--- config.mk ---
export PLATFORM = sky130hd
export DESIGN_NAME = cfg_frame_rx
export DESIGN_NICKNAME = d
export VERILOG_FILES = /design/src/rtl/cfg_frame_rx.sv
export SDC_FILE = /design/constraint.sdc
export NUM_CORES = 1
export LEC_CHECK = 0
export ABC_AREA = 1
export CORE_MARGIN = 8
export CORE_UTILIZATION = 35
export CTS_BUF_LIST = sky130_fd_sc_hd__clkbuf_4
export CTS_CLUSTER_DIAMETER = 30
export DETAILED_ROUTE_END_ITERATION = 8
export PLACE_DENSITY = 0.62
export SETUP_SLACK_MARGIN = 0.15
export SYNTH_ARGS = -nofsm -noshare
export SYNTH_HDL_FRONTEND = slang
export SYNTH_SLANG_ARGS = --single-unit
--- constraint.sdc ---
create_clock -name clk -period 5.5 [get_ports clk]
set_input_delay 1.1 -clock clk [delete_from_list [all_inputs] [get_ports clk]]
set_output_delay 1.1 -clock clk [all_outputs]
set_load 0.02 [all_outputs]
--- src/rtl/cfg_frame_rx.sv ---
module cfg_frame_rx #(
  parameter int DATA_BITS  = 16,
  parameter int NUM_FRAMES = 4,
  parameter int POST_BITS  = 8
) (
  input  logic                 clk,
  input  logic                 rst,
  input  logic                 bit_in,
  input  logic                 bit_en,
  input  logic                 chk_en,
  output logic [DATA_BITS-1:0] frame_data,
  output logic                 frame_valid,
  output logic                 load_done,
  output logic                 err_n
);
  localparam int LEN_W = 24;
  localparam int HDR_BITS = 40;
  localparam int MAXB = (DATA_BITS > POST_BITS) ? ((DATA_BITS > HDR_BITS) ? DATA_BITS : HDR_BITS)
                                                 : ((POST_BITS > HDR_BITS) ? POST_BITS : HDR_BITS);
  localparam int CW = $clog2(MAXB + 1);
  localparam int FW = $clog2(NUM_FRAMES + 1);

  typedef enum logic [2:0] {
    S_IDLE, S_HDR, S_WSTART, S_DATA, S_CHECK, S_POST, S_DONE, S_ERR
  } st_t;

  st_t                  st;
  logic [CW-1:0]        cnt;
  logic [FW-1:0]        nfr;
  logic [LEN_W-1:0]     total, len_q;
  logic [15:0]          crc;
  logic [2:0]           chk;
  logic [DATA_BITS-1:0] sh;

  wire        fb       = bit_in ^ crc[15];
  wire [15:0] crc_next = {crc[14:0], 1'b0} ^ ({16{fb}} & 16'h8005);
  wire        active   = (st != S_DONE) && (st != S_ERR);

  assign load_done = (st == S_DONE);
  assign err_n     = (st != S_ERR);

  always_ff @(posedge clk) begin
    if (rst) begin
      st          <= S_IDLE;
      cnt         <= '0;
      nfr         <= '0;
      total       <= '0;
      len_q       <= '0;
      crc         <= '0;
      chk         <= '0;
      sh          <= '0;
      frame_data  <= '0;
      frame_valid <= 1'b0;
    end else begin
      frame_valid <= 1'b0;
      if (bit_en && active) total <= total + 1'b1;
      if (bit_en) begin
        case (st)
          S_IDLE:
            if (!bit_in) begin
              st  <= S_HDR;
              cnt <= CW'(1);
            end
          S_HDR: begin
            if (cnt <= CW'(LEN_W)) len_q <= {len_q[LEN_W-2:0], bit_in};
            cnt <= cnt + 1'b1;
            if (cnt == CW'(HDR_BITS - 1)) begin
              st  <= S_WSTART;
              cnt <= '0;
            end
          end
          S_WSTART:
            if (!bit_in) begin
              st  <= S_DATA;
              crc <= '0;
              cnt <= '0;
            end else if (chk_en) begin
              st <= S_ERR;
            end
          S_DATA: begin
            sh  <= {sh[DATA_BITS-2:0], bit_in};
            crc <= crc_next;
            cnt <= cnt + 1'b1;
            if (cnt == CW'(DATA_BITS - 1)) begin
              st  <= S_CHECK;
              cnt <= '0;
            end
          end
          S_CHECK: begin
            chk <= {chk[1:0], bit_in};
            cnt <= cnt + 1'b1;
            if (cnt == CW'(3)) begin
              cnt <= '0;
              if (chk_en && ({chk, bit_in} != crc[3:0])) begin
                st <= S_ERR;
              end else begin
                frame_valid <= 1'b1;
                frame_data  <= sh;
                nfr         <= nfr + 1'b1;
                st          <= (nfr == FW'(NUM_FRAMES - 1)) ? S_POST : S_WSTART;
              end
            end
          end
          S_POST: begin
            cnt <= cnt + 1'b1;
            if (cnt == CW'(POST_BITS - 1))
              st <= (len_q == total + 1'b1) ? S_DONE : S_ERR;
          end
          default: ;
        endcase
      end
    end
  end

  AST_RESET_CLEAN:   assert property (@(posedge clk) rst |=> (err_n && !load_done && !frame_valid));
  AST_VALID_PULSE:   assert property (@(posedge clk) disable iff (rst) frame_valid |=> !frame_valid);
  AST_ERR_HOLDS:     assert property (@(posedge clk) disable iff (rst) !err_n |=> !err_n);
  AST_DONE_HOLDS:    assert property (@(posedge clk) disable iff (rst) load_done |=> load_done);
  AST_QUIET_IN_ERR:  assert property (@(posedge clk) disable iff (rst) !err_n |-> !frame_valid);
  AST_FRAME_LIMIT:   assert property (@(posedge clk) disable iff (rst) nfr <= FW'(NUM_FRAMES));
  AST_IDLE_HOLD:     assert property (@(posedge clk) disable iff (rst) (!bit_en && active) |=> $stable(total));
endmodule

## Yosys cells after proc, flatten, opt, wreduce, memory -nomap -nowiden

Index checks and enable logic that the tools add are counted.

- Bits in registers: 112
- Input port bits: 5
- Output and inout port bits: 19
- Word-level logic and storage cells: 76

- $add $sub $neg: 3
- $lt $le $gt $ge: 1
- Eq/ne operators: 22
- Multiplexer cells: 20
- Bitwise operators: 6
- Reductions and logical operators: 14

Operator list:

| cell | number |
|---|---|
| 6-bit one-hot mux with 6 select lines | 1 |
| 16-bit one-hot mux with 2 select lines | 1 |
| 6-bit two-way mux | 5 |
| 3-bit two-way mux | 9 |
| 24-bit by 1-bit adder with 24-bit output (second input constant) | 1 |
| 24-bit == test | 1 |
| 3-bit one-hot mux with 6 select lines | 1 |
| 16-bit two-way mux | 1 |
| 16-bit bitwise XOR | 1 |
| 2-bit inequality test (second input constant) | 6 |
| 3-bit by 2-bit == test with 1-bit output (second input constant) | 3 |
| 3-bit == test (second input constant) | 3 |
| 3-bit inequality test (second input constant) | 3 |
| 4-bit AND reduction | 2 |
| 8-bit AND reduction | 1 |
| 6-bit by 1-bit adder with 6-bit output (second input constant) | 1 |
| 6-bit by 2-bit == test with 1-bit output (second input constant) | 1 |
| 6-bit by 3-bit == test with 1-bit output (second input constant) | 1 |
| 6-bit by 4-bit == test with 1-bit output (second input constant) | 1 |
| 6-bit == test (second input constant) | 1 |
| 6-bit by 5-bit less-or-equal comparator with 1-bit output (second input constant) | 1 |
| 3-bit AND reduction | 2 |
| 6-bit nonzero test | 1 |
| 4-bit inequality test | 1 |
| 10 further kinds | 17 |

## Depth between registers and ports, before layout

Gate-level depths: netlist of the first run.

- Depth after elaboration: 5
- Mapped depth: 16
- Gate-level depth less buffers: 16

## Worst setup path after synthesis of the first run

No wires, ideal clock.

- Path type: input-to-reg
- Start point: input port bit_en
- End point: register cnt[5]
- Setup time: 116 ps
- Arrival: 2088 ps
- Data required time: 5384 ps
- Path slack: 3296 ps
- Stages on the path: 9
- Path buffers: 0
- Cell sequence: inv_1 > nor2_2 > o21ai_1 > nor2_1 > nand2_1 > nor2_1 > nand2_1 > nor2_1 > nor3_1

- Word-level cells in the longest chain between the ends: 1

RTL lines:

| element | line | text |
|---|---|---|
| from (decl) | 9 | `input logic bit_en,` |
| 4-bit AND reduction (no line) | - |  |
| to (signal assigned) | 66 | `cnt <= cnt + 1'b1;` |
| to (signal assigned) | 83 | `cnt <= cnt + 1'b1;` |
| to (signal assigned) | 91 | `cnt <= cnt + 1'b1;` |
| to (decl) | 28 | `logic [CW-1:0] cnt;` |

Every way passes these cells.
A chain may end at the register's enable or synchronous reset.

## Worst setup path in the final report of the first run

- Start point: register st[2]
- End point: output port err_n

- Word-level cells in the longest chain between the ends: 1

RTL lines:

| element | line | text |
|---|---|---|
| from (decl) | 27 | `st_t st;` |
| from (signal assigned) | 100 | `st <= (nfr == FW'(NUM_FRAMES - 1)) ? S_POST : S_WSTART;` |
| from (signal assigned) | 107 | `st <= (len_q == total + 1'b1) ? S_DONE : S_ERR;` |
| 3-bit inequality test | 40 | `assign err_n = (st != S_ERR);` |
| to (decl) | 14 | `output logic err_n` |

Every way passes these cells.

==> impl_metrics.json, run 1 <==
{
  "clockRootBuffer": "clkbuf_4",
  "start_util_pct": 35.6,
  "path_clk_slew_ns": 0.18,
  "grt_setup_unrepaired": "no",
  "status": "complete, no violations",
  "final_cells": 1058,
  "io_buffers": 23,
  "antenna_found_initial": 0,
  "drc": 0,
  "yosysSeqAreaShare_pct": 39.9,
  "crit_start": "st[2]",
  "pin_count": 24,
  "async_flop_share_pct": 0,
  "die_y_um": 143,
  "fin_skew_ns": 0.0203,
  "power_mw": 1.47,
  "hold_path_class": "reg2reg",
  "place_inst": 1042,
  "track_usage_pct": 13.1,
  "min_path_cells": 2,
  "finalSetupTns_ns": 0,
  "cts_tree": "built",
  "ys_ff_latch": 112,
  "max_slew_margin_pct": 54.4,
  "worstMarginPinSlew_ns": 0.681,
  "syn-num-nets": 836,
  "grt_overflow": 0,
  "fin_crit_sh_pct": 52.8,
  "htreeDepth": 3,
  "ys_warn_count": 0,
  "ys.flop_type": "dfxtp_1",
  "grt_pass1_wl_mm": 21.7,
  "finalCriticalPeriod_ns": 2.90,
  "drt-wirelength-per-cell_um": 12.2,
  "synth.avg_cell_area_sq_um": 6.80,
  "place.gp.congestion": 0.874,
  "grt_max_degree": 49,
  "synth_area_leaders": "dfxtp_1, nand2_1, a21oi_1, inv_1, o21ai_0",
  "viasPerCell": 4.78,
  "finalSetupViolations": 0,
  "vias": 5054,
  "cts_buffers": 9,
  "clock_path_buffers": 2,
  "die_area_sq_um": 20400,
  "p_leak_nw": 2.59,
  "die_w_um": 143,
  "end_kind": "primary output",
  "synthCells": 826,
  "cts_sinks": 112,
  "synth_top_area_cell": "dfxtp_1",
  "area_delta_synth_final_pct": 10.1,
  "max_cap_violations": 0,
  "n_antenna_cell": 0,
  "core_area_sq_um": 15800,
  "mostFrequentLayoutCell": "nand2_1",
  "syn_area_sq_um": 5620,
  "crit_fanout": 5,
  "hp-start": "sh[15]",
  "first_iter_violations": 266,
  "cts_resized": 0,
  "pwr_density_cell_nw_per_um2": 237,
  "clk_latency_ns": 0.48,
  "grt_pass1_vias": 4427,
  "hold_viol_final": 0,
  "drt_first_pass_iters": 6,
  "final_nets": 847,
  "ys_types": 36,
  "antenna_left": 0,
  "final_cell_mix": "nand2_1, inv_1, dfxtp_1, a21oi_1, o21ai_0",
  "cp.required_ns": 4.40,
  "criticalPathCategory": "reg2out",
  "r2r_start": "st[0]",
  "crit_arrival_ns": 1.80,
  "clock.fmax_mhz": 345,
  "report.final.slew_viol_count": 0,
  "dpl.hpwl_mm": 9.08,
  "crit_path_start_kind": "register",
  "drive_gt1_share_pct": 6.65,
  "cts.hold.buffers_added": 0,
  "worstRegToRegCells": 7,
  "cts_setup_buffers": 0,
  "core.rowCount": 46,
  "routed_wl_mm": 12.9,
  "synth_top_area_share_pct": 39.9,
  "ir_drop_mv": 0.146,
  "synth-edff-count": 0
}
==> kinds of logic (layout without fill, tap and decap cells) <==
| group | after synthesis | in the layout | share of synthesized area [%] |
|---|---|---|---|
| AND/OR/NAND/NOR | 353 | 353 | 28.5 |
| AO/OA/AOI/OAI | 198 | 198 | 18.6 |
| buffers and inverters | 149 | 165 | 10.2 |
| flip-flops | 112 | 112 | 39.9 |
| XOR/XNOR | 9 | 9 | 1.67 |
| adder cells (fa/ha/maj) | 5 | 5 | 1.11 |
==> Yosys cell counts (2+ instances only) <==
| library cell | instances |
|---|---|
| nand2_1 | 172 |
| nor2_2 | 4 |
| buf_2 | 5 |
| buf_1 | 2 |
| nor2_4 | 4 |
| clkbuf_1 | 20 |
| buf_4 | 2 |
| nand4_1 | 12 |
| xnor2_1 | 7 |
| inv_1 | 115 |
| o21ai_0 | 84 |
| nand2_2 | 8 |
| inv_2 | 5 |
| o211ai_1 | 10 |
| a31oi_1 | 2 |
| dfxtp_1 | 112 |
| ha_1 | 5 |
| nor2_1 | 70 |
| nor2_8 | 2 |
| nor3_1 | 7 |
| nand3_1 | 63 |
| nand3b_1 | 5 |
| a21o_1 | 2 |
| nand3_2 | 4 |
| a21oi_1 | 93 |
==> worst paths after layout <==
path,end,slack [ns]
worst min-delay path,frame_data[15],0.46
worst max register to register,len_q[23],3.10
worst max-delay path,err_n,2.60
worst min register to register,frame_data[15],0.46
==> metrics by stage <==
step                      hold WS (ns)  util [%]  worst slack (ns)  area, sq um
after global placement           0.444      38.3              2.27         6040
after detailed placement         0.435      38.3              2.17         6040
final                            0.465      39.2              2.60         6180
after CTS                        0.470      39.2              2.54         6180
after global routing             0.489      39.2              2.42         6180
after floorplan                  0.420         -              3.30         5620
==> flip-flops by register name (all words and copies together), names as in the netlist <==
register / count
len_q: 24
total: 24
crc: 16
frame_data: 16
sh: 16
cnt: 6
chk: 3
nfr: 3
st: 3
frame_valid: 1
==> layout make-up <==
cell class | instances | area (sq um)
Clock inverter | 7 | 72.6
Fill cell | 1752 | 9590
Inverter | 120 | 450
Clock buffer | 9 | 67.6
Sequential cell | 112 | 2240
Multi-Input combinational cell | 565 | 2810
Tap cell | 216 | 270
Timing Repair Buffer | 29 | 275
==> power by group <==
group	total, mW	switching (mW)	internal, mW
clock	0.416	0.308	0.108
combinational	0.177	0.115	0.0623
sequential	0.875	0.0316	0.843
total	1.47	0.455	1.01
==> routing by layer <==
| layer | share of wire [%] | up-vias | GRT usage, % |
|---|---|---|---|
| met5 | 0 | - | 0 |
| met4 | 1.3 | 0 | 4.70 |
| met3 | 2.9 | 11 | 2.10 |
| met2 | 44 | 69 | 20.0 |
| met1 | 52 | 2266 | 18.3 |
| li1 | - | 2708 | - |
==> worst max-delay path: stages (launching register included) <==
cell and delay [ns]:
dfxtp_1 0.45, nand2_1 0.14, inv_1 0.14, nand2_1 0.06
clkdlybuf4s50_1 0.54
No activity file was read; power rests on OpenSTA's default activity.
==> inputs of run 2 (changes only) <==
clock period = 2.73 ns   (was 5.5 ns; I/O delays follow)
==> run 2 against run 1 <==
Total power grew 110%; via count grew 0.28%; non-clock buffer count grew 4; largest power group unchanged; global-route usage grew 0.089 points.
==> impl_metrics.json, run 2 (synthesized netlist as in run 1, its figures left out) <==
{
  "grt_setup_unrepaired": "no",
  "grt_overflow": 0,
  "cts_sinks": 112,
  "drt_first_pass_iters": 4,
  "core.rowCount": 46,
  "status": "complete, no violations",
  "clock.fmax_mhz": 425,
  "die_y_um": 143,
  "max_slew_margin_pct": 67.9,
  "pin_count": 24,
  "routed_wl_mm": 12.8,
  "antenna_found_initial": 0,
  "antenna_left": 0,
  "hold_path_class": "reg2reg",
  "cts_tree": "built",
  "n_antenna_cell": 0,
  "reg_top3": "len_q x24, total x24",
  "cts_setup_buffers": 0,
  "mostFrequentLayoutCell": "nand2_1",
  "cts_buffers": 9,
  "die_w_um": 143,
  "core_area_sq_um": 15800,
  "fillers": 1713,
  "track_usage_pct": 13.2,
  "finalSetupTns_ns": 0,
  "finalSetupViolations": 0,
  "grt_max_degree": 63,
  "fin_skew_ns": 0.0319,
  "crit_path_start_kind": "register",
  "register_area_sq_um": 2240,
  "finalCriticalPeriod_ns": 2.35,
  "ir_drop_mv": 0.378,
  "drc": 0,
  "max_cap_violations": 0,
  "worstMarginPinSlew_ns": 0.480,
  "criticalPathCategory": "reg2out",
  "drive_gt1_share_pct": 7.09,
  "start_util_pct": 35.6,
  "end_kind": "primary output",
  "design_area_sq_um": 6270,
  "place.gp.congestion": 0.860,
  "grt_pass1_wl_mm": 22.1,
  "max_stage_delay_ns": 0.54,
  "final_cell_mix": "nand2_1, inv_1, dfxtp_1, a21oi_1, o21ai_0",
  "placed_cell_area_sq_um": 6100,
  "cpMostUsedCell": "nand2_1",
  "report.final.slew_viol_count": 0,
  "area_delta_synth_final_pct": 11.7,
  "drt-wirelength-per-cell_um": 12.1,
  "viasPerCell": 4.77,
  "clock_path_buffers": 2,
  "htreeDepth": 3,
  "path_clk_slew_ns": 0.20,
  "fin_crit_sh_pct": 86.2,
  "io_buffers": 23,
  "p_leak_nw": 2.63,
  "crit_fanout": 5,
  "cp_slowest_cell": "clkdlybuf4s50_1",
  "path_cells": "nand2_1, inv_1, nand2_1, clkdlybuf4s50_1",
  "grt_pass1_vias": 4678,
  "pwr_density_cell_nw_per_um2": 491,
  "clk_latency_ns": 0.50,
  "die_area_sq_um": 20400,
  "cts.hold.buffers_added": 0,
  "first_iter_violations": 338,
  "final_nets": 851,
  "crit_arrival_ns": 1.81,
  "cp.required_ns": 2.18,
  "vias": 5068,
  "cts_resized": 0,
  "dpl.hpwl_mm": 9.16,
  "multiInputGateArea_sq_um": 2810,
  "hold_viol_final": 0,
  "clockRootBuffer": "clkbuf_4"
}
## run 2: cell types whose count changed in the layout (fill, tap and decap cells not counted)
cell       change
clkinv_2       -1
bufinv_16      +1
inv_8          -2
inv_6          +1
clkinv_4       -1
buf_12         +2
buf_4          +2
clkinv_8       +2
## run 2: worst paths after layout
check	start	end	slack, ns	cells past startpoint
setup / recovery	st[2]	err_n	0.38	4
hold / removal	crc[13]	crc[14]	0.46	2
setup reg to reg	total[2]	st[0]	0.57	13
hold reg to reg	crc[13]	crc[14]	0.46	2
## run 2: final cells by class
class                           count  area share (%)
Clock buffer                        9            1.08
Clock inverter                      7            1.72
Timing Repair Buffer               33            5.27
Multi-Input combinational cell    565            44.7
Sequential cell                   112            35.7
Tap cell                          216            4.31
Inverter                          120            7.18
## run 2: power by group
part | internal (mW) | leakage [nW] | total, mW | switching (mW)
Combinational | 0.131 | 1.62 | 0.365 | 0.233
Clock | 0.315 | 0.0913 | 0.955 | 0.640
Sequential | 1.70 | 0.910 | 1.76 | 0.0639
Total | 2.15 | 2.63 | 3.08 | 0.937
## run 2: worst max-delay path: cells and delay by family, from the launching register on
family,cells,cell delay (ns)
buf+inv,2,0.67
simple gates,2,0.19
flops,1,0.45
## run 2: routing by layer
metal | vias up | share of wire (%) | track usage (%)
li1 | 2718 | - | -
met1 | 2262 | 52 | 17.7
met2 | 76 | 43 | 20.8
met3 | 12 | 3.8 | 3.01
met4 | 0 | 1.1 | 3.86
met5 | - | 0 | 0
## run 2: through the flow
stage	setup slack [ns]	hold slack, ns	total power [mW]	utilization [%]	cells
floorplan	0.963	0.420	2.06	-	826
global placement	0.352	0.438	2.16	38.7	1046
detailed placement	0.317	0.440	2.16	38.7	1046
CTS	0.334	0.461	3.12	39.8	1062
global route	0.229	0.482	3.25	39.8	1062
finish	0.378	0.456	3.08	39.8	1062
==> inputs of run 3 (changes only) <==
PLACE_DENSITY = 0.6   (was 0.62)
==> run 3 against run 2 <==
Sequential power about the same; first-iteration DRC count decreased by 5.6%; final cell count about the same; via count decreased by 0.16%; clock skew decreased by 0.0050 ns; sequential share of layout area decreased by 0.085 points; routed wire length increased by 0.96%; critical endpoint unchanged; combinational power about the same.
==> impl_metrics.json, run 3 (synthesized netlist as in run 1, its figures left out) <==
{
  "status": "complete, no violations",
  "highest-signal-layer": "met4",
  "design_area_sq_um": 6290,
  "place_ws_ns": 0.369,
  "core.rowCount": 46,
  "pwr_density_cell_nw_per_um2": 480,
  "clock.fmax_mhz": 424,
  "cp_slowest_cell": "clkdlybuf4s50_1",
  "cts_tree": "built",
  "mostFrequentLayoutCell": "nand2_1",
  "grt_max_degree": 49,
  "clockRootBuffer": "clkbuf_4",
  "die_w_um": 143,
  "final_cell_mix": "nand2_1, inv_1, dfxtp_1, a21oi_1, o21ai_0",
  "max_slew_margin_pct": 63.9,
  "antenna_found_initial": 1,
  "clock_path_buffers": 2,
  "die_y_um": 143,
  "cts.hold.buffers_added": 0,
  "vias": 5060,
  "grt_overflow": 0,
  "final_util_pct": 39.9,
  "routed_wl_mm": 13.0,
  "grt_setup_unrepaired": "no",
  "finalSetupViolations": 0,
  "area_delta_synth_final_pct": 11.9,
  "cts_setup_buffers": 0,
  "core_area_sq_um": 15800,
  "die_area_sq_um": 20400,
  "drive_gt1_share_pct": 7.09,
  "finalSetupTns_ns": 0,
  "hold_path_class": "reg2reg",
  "drt_first_pass_iters": 5,
  "final_cells": 1063,
  "place.gp.congestion": 0.836,
  "finalCriticalPeriod_ns": 2.36,
  "place_inst": 1046,
  "crit_fanout": 5,
  "power_mw": 3.02,
  "start_util_pct": 35.6,
  "dpl.hpwl_mm": 9.08,
  "criticalPathCategory": "reg2out",
  "cp.required_ns": 2.18,
  "path_clk_slew_ns": 0.21,
  "cts_buffers": 9,
  "ir_drop_mv": 0.334,
  "cts_resized": 0,
  "drc": 0,
  "hold_viol_final": 0,
  "route.met2.wl_mm": 5.66,
  "report.final.slew_viol_count": 0,
  "placed_cell_area_sq_um": 6120,
  "io_buffers": 23,
  "crit_path_start_kind": "register",
  "first_iter_violations": 319,
  "pin_count": 24,
  "end_kind": "primary output",
  "worstMarginPinSlew_ns": 0.540,
  "final_nets": 851,
  "drt-wirelength-per-cell_um": 12.2,
  "cpMostUsedCell": "nand2_1",
  "viasPerCell": 4.76,
  "htreeDepth": 3,
  "r2r_slack_ns": 0.54,
  "wirelength_met1_mm": 6.65,
  "met3RoutedLength_um": 520,
  "grt_pass1_vias": 4624,
  "fin_skew_ns": 0.0269,
  "path_cells": "nand2_1, inv_1, nand2_1, clkdlybuf4s50_1",
  "holdWs_ns": 0.463,
  "reg_top3": "len_q x24, total x24",
  "p_leak_nw": 2.63,
  "fillers": 1740,
  "setup_slack_ns": 0.369,
  "max_cap_violations": 0,
  "grt_pass1_wl_mm": 22.1,
  "max_stage_delay_ns": 0.54,
  "antenna_left": 0,
  "cts_sinks": 112,
  "crit_arrival_ns": 1.81,
  "clk_latency_ns": 0.50,
  "track_usage_pct": 13.3,
  "fin_crit_sh_pct": 86.5
}
run 3: worst paths after layout:
kind / cells after the start / endpoint / from
min reg2reg: 2 / frame_data[15] / sh[15]
max reg2reg: 14 / st[0] / total[0]
min: 2 / frame_data[15] / sh[15]
max: 4 / err_n / st[2]
run 3: worst max-delay path: cells and delay by family, from the launching register on:
kind                   cells  cell delay [ns]
and+or+nand+nor            2             0.19
DFF                        1             0.45
buffers and inverters      2             0.68
run 3: layout make-up:
cell class                 count  area (sq um)  share of cell area (%)
multi-input combinational    565          2810                    44.6
clock inverter                 7          95.1                    1.51
sequential                   112          2240                    35.7
tap                          216           270                    4.30
timing repair buffer          33           355                    5.65
antenna                        1          2.50                  0.0398
inverter                     120           450                    7.16
clock buffer                   9          67.6                    1.07
run 3: layer usage:
metal / global-route usage [%] / vias up
li1: - / 2720
met5: 0 / -
met3: 3.71 / 9
met4: 3.80 / 0
met2: 20.5 / 70
met1: 17.7 / 2261
run 3: power by group:
group          internal [mW]  switching, mW
Combinational          0.133          0.232
Sequential              1.70         0.0654
Clock                  0.230          0.658
